--- src/rtl/gpio_stat_pkg.sv ---
package gpio_stat_pkg;

    localparam int DEF_REG_W    = 16;
    localparam int DEF_NUM_PINS = 2;
    localparam int DEF_SYNC     = 2;

    typedef enum logic {
        SEL_ENABLE = 1'b0,
        SEL_STATE  = 1'b1
    } reg_sel_e;

    typedef struct packed {
        logic dir_out;
        logic invert;
        logic sticky;
    } pin_cfg_t;

    // Next value of one stored state bit.
    function automatic logic state_next(
        input pin_cfg_t cfg,
        input logic     adj,
        input logic     cur,
        input logic     wr_hit,
        input logic     wr_bit
    );
        logic nxt;
        if (cfg.dir_out) begin
            nxt = wr_hit ? wr_bit : cur;
        end else if (!cfg.sticky) begin
            nxt = adj;
        end else if (adj) begin
            nxt = 1'b1;
        end else if (wr_hit && !wr_bit) begin
            nxt = 1'b0;
        end else begin
            nxt = cur;
        end
        return nxt;
    endfunction

    // Value presented on the read port for one pin.
    function automatic logic state_view(
        input pin_cfg_t cfg,
        input logic     adj,
        input logic     stored
    );
        return (cfg.dir_out || cfg.sticky) ? stored : adj;
    endfunction

endpackage

--- src/rtl/gpio_in_sync.sv ---
module gpio_in_sync #(
    parameter int WIDTH  = 2,
    parameter int STAGES = 2
) (
    input  logic             clk,
    input  logic             rst,
    input  logic [WIDTH-1:0] d,
    output logic [WIDTH-1:0] q
);
    logic [WIDTH-1:0] stage_q [STAGES];

    generate
        for (genvar s = 0; s < STAGES; s++) begin : g_stage
            if (s == 0) begin : g_first
                always_ff @(posedge clk) begin
                    if (rst) stage_q[0] <= '0;
                    else     stage_q[0] <= d;
                end
            end else begin : g_next
                always_ff @(posedge clk) begin
                    if (rst) stage_q[s] <= '0;
                    else     stage_q[s] <= stage_q[s-1];
                end
            end
        end
    endgenerate

    assign q = stage_q[STAGES-1];
endmodule

--- src/rtl/gpio_pin_cell.sv ---
module gpio_pin_cell
    import gpio_stat_pkg::*;
(
    input  logic     clk,
    input  logic     rst,
    input  pin_cfg_t cfg,
    input  logic     link_drive,
    input  logic     pad_sync,
    input  logic     link_bit,
    input  logic     wr_hit,
    input  logic     wr_bit,
    output logic     view,
    output logic     stored,
    output logic     pad_drive,
    output logic     pad_en
);
    logic adj;
    logic st_q;

    assign adj = pad_sync ^ cfg.invert;

    always_ff @(posedge clk) begin
        if (rst) st_q <= 1'b0;
        else     st_q <= state_next(cfg, adj, st_q, wr_hit, wr_bit);
    end

    assign stored    = st_q;
    assign view      = state_view(cfg, adj, st_q);
    assign pad_en    = cfg.dir_out;
    assign pad_drive = cfg.dir_out ? (link_drive ? link_bit : st_q) : 1'b0;
endmodule

--- src/rtl/gpio_irq_merge.sv ---
module gpio_irq_merge #(
    parameter int WIDTH = 2
) (
    input  logic             clk,
    input  logic             rst,
    input  logic [WIDTH-1:0] enable,
    input  logic [WIDTH-1:0] view,
    input  logic [WIDTH-1:0] is_output,
    output logic             irq
);
    logic hits;
    logic irq_q;

    assign hits = |(enable & view & ~is_output);

    always_ff @(posedge clk) begin
        if (rst) irq_q <= 1'b0;
        else     irq_q <= hits;
    end

    assign irq = irq_q;
endmodule

--- src/rtl/gpio_status_irq.sv ---
module gpio_status_irq
    import gpio_stat_pkg::*;
#(
    parameter int REG_W       = DEF_REG_W,
    parameter int NUM_PINS    = DEF_NUM_PINS,
    parameter int SYNC_STAGES = DEF_SYNC
) (
    input  logic                clk,
    input  logic                rst,
    input  logic                reg_wr_en,
    input  logic                reg_wr_sel,
    input  logic [REG_W-1:0]    reg_wr_data,
    input  logic                reg_rd_sel,
    output logic [REG_W-1:0]    reg_rd_data,
    input  logic [NUM_PINS-1:0] cfg_dir_out,
    input  logic [NUM_PINS-1:0] cfg_invert,
    input  logic [NUM_PINS-1:0] cfg_sticky,
    input  logic                cfg_link_drive,
    input  logic [NUM_PINS-1:0] link_rx_bits,
    input  logic [NUM_PINS-1:0] pad_in,
    output logic [NUM_PINS-1:0] pad_out,
    output logic [NUM_PINS-1:0] pad_oe,
    output logic                link_irq
);
    localparam int FILL_W = REG_W - NUM_PINS;

    reg_sel_e wr_target;
    reg_sel_e rd_target;
    logic     wr_enable_hit;
    logic     wr_state_hit;
    logic     unused_wr_hi;

    logic [NUM_PINS-1:0] enable_q;
    logic [NUM_PINS-1:0] pad_sync;
    logic [NUM_PINS-1:0] state_view_w;
    logic [NUM_PINS-1:0] state_q;

    assign wr_target     = reg_sel_e'(reg_wr_sel);
    assign rd_target     = reg_sel_e'(reg_rd_sel);
    assign wr_enable_hit = reg_wr_en && (wr_target == SEL_ENABLE);
    assign wr_state_hit  = reg_wr_en && (wr_target == SEL_STATE);
    assign unused_wr_hi  = ^reg_wr_data[REG_W-1:NUM_PINS];

    always_ff @(posedge clk) begin
        if (rst)                enable_q <= '0;
        else if (wr_enable_hit) enable_q <= reg_wr_data[NUM_PINS-1:0];
    end

    gpio_in_sync #(
        .WIDTH  (NUM_PINS),
        .STAGES (SYNC_STAGES)
    ) sync_i (
        .clk (clk),
        .rst (rst),
        .d   (pad_in),
        .q   (pad_sync)
    );

    generate
        for (genvar p = 0; p < NUM_PINS; p++) begin : g_pin
            pin_cfg_t cfg_w;
            assign cfg_w = '{dir_out: cfg_dir_out[p],
                             invert:  cfg_invert[p],
                             sticky:  cfg_sticky[p]};

            gpio_pin_cell cell_i (
                .clk        (clk),
                .rst        (rst),
                .cfg        (cfg_w),
                .link_drive (cfg_link_drive),
                .pad_sync   (pad_sync[p]),
                .link_bit   (link_rx_bits[p]),
                .wr_hit     (wr_state_hit),
                .wr_bit     (reg_wr_data[p]),
                .view       (state_view_w[p]),
                .stored     (state_q[p]),
                .pad_drive  (pad_out[p]),
                .pad_en     (pad_oe[p])
            );
        end
    endgenerate

    gpio_irq_merge #(
        .WIDTH (NUM_PINS)
    ) irq_i (
        .clk       (clk),
        .rst       (rst),
        .enable    (enable_q),
        .view      (state_view_w),
        .is_output (cfg_dir_out),
        .irq       (link_irq)
    );

    always_comb begin
        if (rd_target == SEL_ENABLE) reg_rd_data = {{FILL_W{1'b0}}, enable_q};
        else                         reg_rd_data = {{FILL_W{1'b0}}, state_view_w};
    end
endmodule

--- config.mk ---
export PLATFORM = sky130hd
export DESIGN_NAME = gpio_status_irq
export DESIGN_NICKNAME = d
export VERILOG_FILES = /design/src/rtl/gpio_stat_pkg.sv /design/src/rtl/gpio_in_sync.sv /design/src/rtl/gpio_pin_cell.sv /design/src/rtl/gpio_irq_merge.sv /design/src/rtl/gpio_status_irq.sv
export SDC_FILE = /design/constraint.sdc
export NUM_CORES = 1
export LEC_CHECK = 0
export CORE_AREA = 2 2 39 41
export CTS_CLUSTER_SIZE = 24
export DETAILED_ROUTE_END_ITERATION = 10
export DIE_AREA = 0 0 41 43
export DONT_BUFFER_PORTS = 1
export SYNTH_ARGS = -nofsm -noshare
export SYNTH_HDL_FRONTEND = slang
export SYNTH_SLANG_ARGS = --single-unit
--- constraint.sdc ---
create_clock -name clk -period 1 [get_ports clk]
set_clock_uncertainty 0.15 [all_clocks]
set_input_delay 0.05 -clock clk [delete_from_list [all_inputs] [get_ports clk]]
set_output_delay 0.05 -clock clk [all_outputs]
set_load 0.03 [all_outputs]
-- Yosys cells after proc, flatten, opt, wreduce, memory -nomap -nowiden
Memory sizes are Yosys's and may differ from the RTL's.
Cells that the tools add are included.
- RAM bits: 4
- output and inout bits: 21
- memories: 1
- bits in read-only memories: 0
- latch bits: 0
- input port bits: 32
- word-level logic and storage cells: 50
- flip-flop bits (word level): 5
- memory list (name ; depth ; width ; read ports ; clocked after Yosys merged registers in ; write ports ; line ; RTL):
    sync_i.stage_q ; 2 ; 2 ; 2 ; 0 ; 2 ; gpio_in_sync.sv:10 ; logic [WIDTH-1:0] stage_q [STAGES];
- bitwise logic cells: 8
- $lt $le $gt $ge: 0
- $mul: 0
- reduce and logical (&&, ||, !) cells: 11
- shift operators: 0
- eq/ne operators: 4
- multiplexer cells: 22
- divide/modulo/power cells: 0
- $add $sub $neg: 0
- operators by type and width (kind ; count):
    $mux 1 ; 19
    $ne 4x2->1 const B ; 2
    $mux 2 ; 3
    $and 2x2->2 ; 2
    $logic_and 1x1->1 ; 4
    $ne 2x1->1 const B ; 2
    $reduce_and 2->1 ; 2
    $logic_not 1->1 ; 2
    $logic_or 1x1->1 ; 2
    $not 2->2 ; 1
    $or 1x1->1 ; 2
    $reduce_or 2->1 ; 1
    $xor 1x1->1 ; 2
    $not 1->1 ; 1

-- Logic depth before layout (Yosys ltp)
Gate-level depths: netlist of the first run.
- word-level depth: 6
- depth in mapped cells: 3
- mapped depth without buffers: 3

-- By module
A second synthesis of the first run with hierarchy kept.
- cell total of the unflattened synthesis: 63
- area, all modules: 566.8 um2
- by module, submodules not included (module ; sequential area each (um2) ; cells an instance ; area each (um2) ; instances):
    gpio_status_irq ; 40.0 ; 27 ; 236.5 ; 1
    gpio_pin_cell ; 20.0 ; 12 ; 92.6 ; 2
    gpio_in_sync ; 80.1 ; 8 ; 105.1 ; 1
    gpio_irq_merge ; 20.0 ; 4 ; 40.0 ; 1

-- Worst setup path after synthesis of the first run
No wires, ideal clock.
- path type: register to output
- from: register enable_q[0]
- to: output port reg_rd_data[0]
- arrival time: 1.049 ns
- slack: -0.249 ns
- data required time: 0.800 ns
- path buffers: 0
- stages on the path, launching flop included: 3
- cells stage by stage: dfxtp_1 > inv_1 > o21ai_0
- word-level cells in the longest chain between the ends: 1
- RTL lines (what ; line ; RTL):
    start: declaration ; gpio_status_irq.sv:33 ; logic [NUM_PINS-1:0] enable_q;
    start signal: assignment ; gpio_status_irq.sv:46 ; else if (wr_enable_hit) enable_q <= reg_wr_data[NUM_PINS-1:0];
    $mux 2 ; gpio_status_irq.sv:95 ; if (rd_target == SEL_ENABLE) reg_rd_data = {{FILL_W{1'b0}}, enable_q};
    end: declaration ; gpio_status_irq.sv:14 ; output logic [REG_W-1:0] reg_rd_data,
No other way between the ends.

==> flow_summary.yaml, run 1 <==
clock_tree:
  cts_buffer_depth: 2
  cts_made_buffers: 3
  clk_latency_ns: 0.25
  htree_levels: 1
  holdBufCountCts: 11
  cts_tree: "yes"
  cts_num_sinks: 9
  clkSlewWorstSetupHoldPaths_ns: 0.05
  clock-root-buffer: "clkbuf_4"
sta:
  fmax_mhz: 746
  rsz0062_at_grt: "yes"
  setup_tns_ns: -1.04
  period_share: 1.34
  period_needed_ns: 1.34
  hold_viol: 4
  slew_violations: 0
  setup_ws_ns: -0.340
  whs_ns: -0.117
  setup_viol: 6
final_layout:
  layout.nets: 113
  drive_above_1_share: 0.325
  antenna_cells: 0
  design_area_sq_um: 747
  area_growth_pct: 30.9
synthesis:
  ys_top_cells_by_count: "18 x buf_4, 9 x dfxtp_1"
  synth-edff-count: 0
  synth_cells: 67
  ys.flop_type: "dfxtp_1"
  ys_types: 19
  ys_top_cells_by_area: "dfxtp_1 32%, buf_4 24%, mux2i_1 7.0%"
  synth_area_sq_um: 571
  avgSynthCellArea_sq_um: 8.52
  netlist.area_leader.share: 0.316
  netlist.top_cell.by_area: "dfxtp_1"
  synth-async-reset-ratio: 0
  synth.yosys.warnings: 0
  synth-seq-area-share: 0.316
  synth.most_common_cell: "buf_4"
  ys_ff_latch: 9
routing:
  drt-vias-per-instance: 4.56
  dr.pass1.iters: 4
  vias: 438
  drc: 0
  drt_iter0_drc: 8
  wirelength_mm: 1.11
  postRouteAntennaNets: 0
  wl_per_cell_um: 11.5
floorplanning:
  core.rowCount: 14
  core_area_sq_um: 1380
  die_w_um: 41
  initial_core_util: 0.412
  io_pins: 53
  die_area_sq_um: 1760
  die_y_um: 43
placed_design:
  numPortBuffers: 0
  dpl_cell_area_sq_um: 523
  dp_hpwl_um: 697
  gp_congestion: 0.628
  post-place-ws_ns: -0.130
critical_path:
  crit_fanout: 3
  cp.arrival_ns: 1.14
  cp_num_cells: 3
  worstPathRequired_ns: 0.80
  start_kind: "flip-flop"
  crit_buf_inv: 0
  crit_type: "flip-flop to primary output"
  cp-end-kind: "primary output"
  cpPeakStageDelay_ns: 0.32
  r2r_cells: 4
  cp_top_family: "compound AO/OA/AOI/OAI gates"
  cp_slowest_cell: "dfxtp_2"
  crit_chain: "xor2_2 -> o311ai_2 -> o21ai_2"
power:
  p_per_area_nw_per_um2: 1240
  clkPwrFrac: 0.286
  combPwrFrac: 0.290
  p_int_mw: 0.635
  p_leak_nw: 0.332
  switching_power_mw: 0.293
  sequentialPowerShare: 0.424
  p_sw_frac: 0.316
  power.total_mw: 0.928
  vdd_drop_max_uv: 663
min_path:
  hold_depth: 3
  min_path_type: "input port to flip-flop"
global_route:
  grt_pass1_wl_mm: 1.35
  grt_pass1_vias: 394
  grt_use_total: 0.116
  antenna_found_initial: 0
  grt_max_degree: 10
  grt_overflow: 0
status:
  violations: "negative hold slack, negative setup slack"
  outcome: "finished with violations"
flow_run:
  drv_cap: 0
cell families after synthesis:
family	share of synthesized area
AOI/OAI and AO/OA	0.193
xor gates and xnor gates	0.0307
buffers and inverters	0.270
DFF	0.316
muxes	0.0702
other	0.00657
and+or+nand+nor	0.114
path summary, 6_finish.rpt:
path | end | startpoint | slack (ns)
worst max-delay path | reg_rd_data[0] | sync_i.stage_q[1][0] | -0.34
worst min-delay path | g_pin[0].cell_i.stored | cfg_invert[0] | -0.12
worst max register to register | irq_i.irq | sync_i.stage_q[1][0] | -0.14
worst min register to register | sync_i.stage_q[1][1] | sync_i.stage_q[0][1] | 0.28
metal layers:
metal  GRT usage  vias up  wire, um
li1            -      221         -
met1       0.119      194       426
met2       0.184       21       577
met3      0.0419        2        97
met4      0.0800        0         5
met5           0        -         0
what timing repair did:
| item | in CTS | in global routing |
|---|---|---|
| pin swaps | 3 | 4 |
| endpoints found under the hold margin | 11 | 4 |
| setup endpoints to repair | 5 | 10 |
| resized for setup | 9 | 9 |
| setup buffers | 1 | 1 |
through the flow:
step | std cells | utilization
after floorplan | 80 | -
after global placement | 79 | 0.378
after detailed placement | 79 | 0.378
after CTS | 95 | 0.512
after global routing | 96 | 0.540
final | 96 | 0.540
power groups by stage:
stage,sequential (mW),combinational (mW),clock (mW)
after floorplan,0.395,0.238,0
after CTS,0.392,0.248,0.284
after detailed placement,0.397,0.185,0
final,0.393,0.269,0.265
after global placement,0.397,0.184,0
after global routing,0.396,0.290,0.297
cells in the final DEF, fill, tap and decap left out, drive strengths merged:
| cell type | n |
|---|---|
| dfxtp | 9 |
| inv | 4 |
| a21oi | 3 |
| o221ai | 2 |
| dlymetal6s4s | 3 |
| o21bai | 2 |
| nor2b | 4 |
| dlygate4sd3 | 8 |
| xor2 | 2 |
| clkbuf | 4 |
| o21ai | 2 |
| o2111ai | 2 |
| o311ai | 2 |
| nor2 | 4 |
| buf | 4 |
| nand2b | 1 |
| a31o | 2 |
| and2b | 1 |
| mux2i | 4 |
| conb | 14 |
| nand2 | 3 |
state kept, by name (all words and copies together) (netlist names):
name / cells
sync_i.stage_q: 4
enable_q: 2
g_pin.cell_i.stored: 2
irq_i.irq: 1
area by class of cell:
class | instances | area [sq um]
clock buffer | 4 | 26.3
inverter | 4 | 15.0
timing repair buffer | 15 | 148
sequential | 9 | 185
multi-input combinational | 48 | 353
tap | 16 | 20.0
fill | 129 | 637
worst min-delay path: cells and delay by family:
family,cells,cell delay (ns)
XOR/XNOR,1,0.06
AO/OA/AOI/OAI,1,0.06
AND/OR/NAND/NOR,1,0.07
Note: power is estimated with default switching activity, not from simulation.
==> run 2: changes to the inputs <==
--- a/config.mk
+++ b/config.mk
@@ -5,11 +5,13 @@
 export SDC_FILE = /design/constraint.sdc
 export NUM_CORES = 1
 export LEC_CHECK = 0
-export CORE_AREA = 2 2 39 41
+export BUFFER_PORTS_ARGS = -buffer_cell sky130_fd_sc_hd__buf_4
+export CORE_MARGIN = 2
+export CORE_UTILIZATION = 33
+export CTS_BUF_LIST = sky130_fd_sc_hd__clkbuf_8
 export CTS_CLUSTER_SIZE = 24
 export DETAILED_ROUTE_END_ITERATION = 10
-export DIE_AREA = 0 0 41 43
-export DONT_BUFFER_PORTS = 1
+export PLACE_DENSITY = 0.76
 export SYNTH_ARGS = -nofsm -noshare
 export SYNTH_HDL_FRONTEND = slang
 export SYNTH_SLANG_ARGS = --single-unit
==> run 2 against run 1 <==
The run ends with negative setup slack left. Worst hold slack improved by 0.13 ns. Sequential share of layout area decreased by 3.7 points. Fmax shrank 4.9%. Flip-flop and latch count did not move. Combinational power rose by 32%. Die area rose by 18%. First-iteration DRC count unchanged. Non-clock buffer count increased by 17. Total power is 25% higher. Routed wire length increased by 16%. Critical endpoint is now reg_rd_data[1]. Largest cell class unchanged.
==> flow_summary.yaml, run 2 (synthesis results as in run 1) <==
global_route:
  grt_pass1_vias: 458
  grt_use_total: 0.126
  grt_max_degree: 10
  grt_overflow: 0
  antenna_found_initial: 0
  grt_pass1_wl_mm: 1.89
critical_path:
  start_kind: "flip-flop"
  regToRegSetupSlack_ns: -0.14
  r2r-start: "sync_i.stage_q[1][0]"
  crit_fanout: 2
  cp-end-kind: "primary output"
  crit_type: "flip-flop to primary output"
  crit_end: "reg_rd_data[1]"
  worstPathRequired_ns: 0.80
  rr_endpoint: "irq_i.irq"
  r2r_cells: 4
  cp.arrival_ns: 1.21
  critPathLaunch: "sync_i.stage_q[1][1]"
sta:
  setup_ws_ns: -0.409
  slew_violations: 0
  period_needed_ns: 1.41
  rsz0062_at_grt: "yes"
  period_share: 1.41
  fmax_mhz: 710
  hold_viol: 0
  setup_viol: 7
floorplanning:
  core_area_sq_um: 1670
  initial_core_util: 0.342
  die_area_sq_um: 2080
  core.rowCount: 15
  die_w_um: 45.6
  die_y_um: 45.6
  io_pins: 53
clock_tree:
  clock-root-buffer: "clkbuf_8"
  cts_made_buffers: 3
  clkSlewWorstSetupHoldPaths_ns: 0.05
  clk_latency_ns: 0.23
  htree_levels: 1
  cts_tree: "yes"
  cts_num_sinks: 9
  cts_buffer_depth: 2
status:
  outcome: "finished with violations"
  violations: "negative setup slack"
power:
  power.total_mw: 1.16
  vdd_drop_max_uv: 768
  p_leak_nw: 0.407
  p_per_area_nw_per_um2: 1320
routing:
  postRouteAntennaNets: 0
  drt_iter0_drc: 8
  vias: 515
  wirelength_mm: 1.28
  wl_per_cell_um: 11.3
  dr.pass1.iters: 4
  drt-vias-per-instance: 4.52
  drc: 0
final_layout:
  drive_above_1_share: 0.495
  top_register: "sync_i.stage_q"
  final_common_cell: "buf_4"
  layout.nets: 130
  final_core_util: 0.527
  area_growth_pct: 54.2
  largest_reg_flops: 4
  antenna_cells: 0
  final_cell_mix: "24 x buf_4, 14 x conb_1, 5 x inv_1, 5 x dfxtp_1, 5 x dlygate4sd3_1"
placed_design:
  gp_congestion: 0.677
  dp_hpwl_um: 980
  numPortBuffers: 24
  post-place-ws_ns: -0.218
flow_run:
  drv_cap: 0
min_path:
  min_path_type: "input port to flip-flop"
## run 2: changes by cell type in the layout (fill, tap and decap cells not counted), moves of 3 or more
cell            change
clkbuf_8            +3
buf_6               +3
dlygate4sd3_1       -3
buf_4              +20
dlymetal6s4s_1      -3
clkbuf_4            -3
## run 2: routing by layer
layer / GRT usage / wire length [um] / part of all wire
met1: 0.135 / 516 / 0.40
met2: 0.234 / 645 / 0.50
met4: 0.0176 / 0 / 0
met5: 0 / 0 / 0
met3: 0.0516 / 122 / 0.095
## run 2: cell type report
type	instances	area [sq um]
Inverter	4	15.0
Sequential cell	9	185
Clock buffer	3	41.3
Multi-Input combinational cell	48	349
Clock inverter	1	3.75
Timing Repair Buffer	32	264
Tap cell	17	21.3
Fill cell	149	791
## run 2: how the worst min path moves through the flow
| stage | to | start | depth (start not counted) |
|---|---|---|---|
| detailed placement | sync_i.stage_q[0][0] | pad_in[0] | 2 |
| finish | g_pin[1].cell_i.stored | cfg_dir_out[1] | 4 |
| floorplan | sync_i.stage_q[0][0] | pad_in[0] | 1 |
| CTS | g_pin[1].cell_i.stored | cfg_dir_out[1] | 4 |
| global route | g_pin[1].cell_i.stored | cfg_dir_out[1] | 4 |
| global placement | sync_i.stage_q[0][0] | pad_in[0] | 2 |
## run 2: repair_timing
| item | CTS | global route |
|---|---|---|
| resized for setup | 13 | 5 |
| hold endpoints to repair | 9 | 0 |
| pin swaps | 3 | 2 |
| hold buffers | 5 | 0 |
| setup endpoints to repair | 7 | 7 |
| buffers inserted | 0 | 1 |
## run 2: where the power goes
group / total [mW] / switching, mW / internal, mW
clock: 0.413 / 0.145 / 0.268
sequential: 0.394 / 0.0130 / 0.381
combinational: 0.354 / 0.204 / 0.150
## run 2: metrics by stage
step | std cells | hold slack (ns) | area, sq um | setup TNS, ns
2_1_floorplan | 80 | 0.0282 | 627 | -0.177
5_1_grt | 114 | 0.0325 | 880 | -1.67
6_report | 114 | 0.0145 | 880 | -1.26
3_3_place_gp | 105 | 0.111 | 712 | -0.444
4_1_cts | 114 | 0.00920 | 866 | -1.34
3_5_place_dp | 105 | 0.120 | 712 | -0.623
## run 2: worst max-delay path, cell delays in order, from the launching register on
cell,delay [ns]
dfxtp_2,0.32
xor2_2,0.15
o311ai_2,0.26
o21ai_2,0.10
buf_6,0.15
==> run 3: changes to the inputs <==
--- a/config.mk
+++ b/config.mk
@@ -11,7 +11,8 @@
 export CTS_BUF_LIST = sky130_fd_sc_hd__clkbuf_8
 export CTS_CLUSTER_SIZE = 24
 export DETAILED_ROUTE_END_ITERATION = 10
-export PLACE_DENSITY = 0.76
+export PLACE_DENSITY = 0.84
+export SKIP_CTS_REPAIR_TIMING = 1
 export SYNTH_ARGS = -nofsm -noshare
 export SYNTH_HDL_FRONTEND = slang
 export SYNTH_SLANG_ARGS = --single-unit
==> run 3 against run 2 <==
The run ends with negative hold slack, negative setup slack left. First-iteration DRC count fell by 38%. Combinational power fell by 6.8%. Largest cell class unchanged. Worst setup slack improved by 0.0091 ns.
==> flow_summary.yaml, run 3 (synthesis results as in run 1) <==
final_layout:
  drive_above_1_share: 0.406
  top_register: "sync_i.stage_q"
  design_area_sq_um: 828
  final_cell_mix: "24 x buf_4, 14 x conb_1, 6 x dfxtp_1"
  final_core_util: 0.496
  layout.nets: 129
  fillers: 159
  largest_reg_flops: 4
  area_growth_pct: 45.2
  stdcell_count: 113
  antenna_cells: 0
  final_common_cell: "buf_4"
clock_tree:
  cts_num_sinks: 9
  htree_levels: 1
  cts_buffer_depth: 2
  cts_made_buffers: 3
  clk_latency_ns: 0.23
  clkSlewWorstSetupHoldPaths_ns: 0.04
  clock-root-buffer: "clkbuf_8"
  cts_tree: "yes"
global_route:
  grt_use_total: 0.112
  grt_max_degree: 10
  grt_pass1_vias: 385
  grt_overflow: 0
  grt_pass1_wl_mm: 1.57
  antenna_found_initial: 0
power:
  vdd_drop_max_uv: 580
  p_leak_nw: 0.399
  p_per_area_nw_per_um2: 1350
routing:
  drt_iter0_drc: 5
  vias: 503
  wl_per_cell_um: 10.1
  dr.pass1.iters: 2
  drt-vias-per-instance: 4.45
  wirelength_mm: 1.14
  postRouteAntennaNets: 0
  drc: 0
floorplanning:
  initial_core_util: 0.342
  die_y_um: 45.6
  die_w_um: 45.6
  io_pins: 53
  core.rowCount: 15
  core_area_sq_um: 1670
  die_area_sq_um: 2080
placed_design:
  dpl_cell_area_sq_um: 704
  dp_hpwl_um: 896
  dp.cells: 104
  numPortBuffers: 24
  post-place-ws_ns: -0.170
  gp_congestion: 0.710
flow_run:
  drv_cap: 0
min_path:
  min_path_type: "input port to flip-flop"
sta:
  setup_viol: 7
  period_needed_ns: 1.40
  fmax_mhz: 714
  slew_violations: 0
  rsz0062_at_grt: "yes"
  setup_ws_ns: -0.400
  whs_ns: -0.00145
  hold_viol: 1
  period_share: 1.40
status:
  violations: "negative hold slack, negative setup slack"
  outcome: "finished with violations"
critical_path:
  worstPathRequired_ns: 0.80
  start_kind: "flip-flop"
  cp-end-kind: "primary output"
  crit_type: "flip-flop to primary output"
  cp.arrival_ns: 1.20
  crit_fanout: 2
## run 3: layout make-up
cell class,count,area [sq um],share of cell area
flip-flops and latches,9,184,0.222
inverters,4,15.0,0.0181
multi-input cells,48,310,0.375
clock inverters,1,3.75,0.00453
repair buffers,31,253,0.305
well taps,17,21.3,0.0257
clock buffers,3,41.3,0.0498
## run 3: worst paths after layout
| path | to | from | cells past startpoint | slack, ns |
|---|---|---|---|---|
| worst max-delay path | reg_rd_data[0] | sync_i.stage_q[1][0] | 4 | -0.40 |
| worst min-delay path | g_pin[0].cell_i.stored | cfg_dir_out[0] | 4 | -0.001 |
| worst max register to register | irq_i.irq | sync_i.stage_q[1][1] | 4 | -0.13 |
| worst min register to register | sync_i.stage_q[1][1] | sync_i.stage_q[0][1] | 1 | 0.28 |
## run 3: power breakdown
| group | total (mW) | switching [mW] | internal (mW) |
|---|---|---|---|
| clock | 0.395 | 0.129 | 0.266 |
| combinational | 0.330 | 0.191 | 0.139 |
| sequential | 0.392 | 0.0110 | 0.381 |
| total | 1.12 | 0.330 | 0.786 |
## run 3: per-stage QoR
step / power, mW / TNS (ns)
finish: 1.12 / -1.12
global route: 1.18 / -1.50
CTS: 1.10 / -1.23
detailed placement: 0.696 / -0.465
global placement: 0.689 / -0.412
floorplan: 0.633 / -0.177
## run 3: routing by layer
| layer | part of all wire | global-route usage |
|---|---|---|
| met5 | 0 | 0 |
| met1 | 0.44 | 0.118 |
| met2 | 0.48 | 0.189 |
| met3 | 0.078 | 0.0238 |
| met4 | 0.0070 | 0.0882 |
## run 3: worst max-delay path, stage by stage, from the launching register on
cell      delay [ns]
dfxtp_1         0.30
xor2_1          0.15
o311ai_1        0.28
o21ai_2         0.10
buf_6           0.15
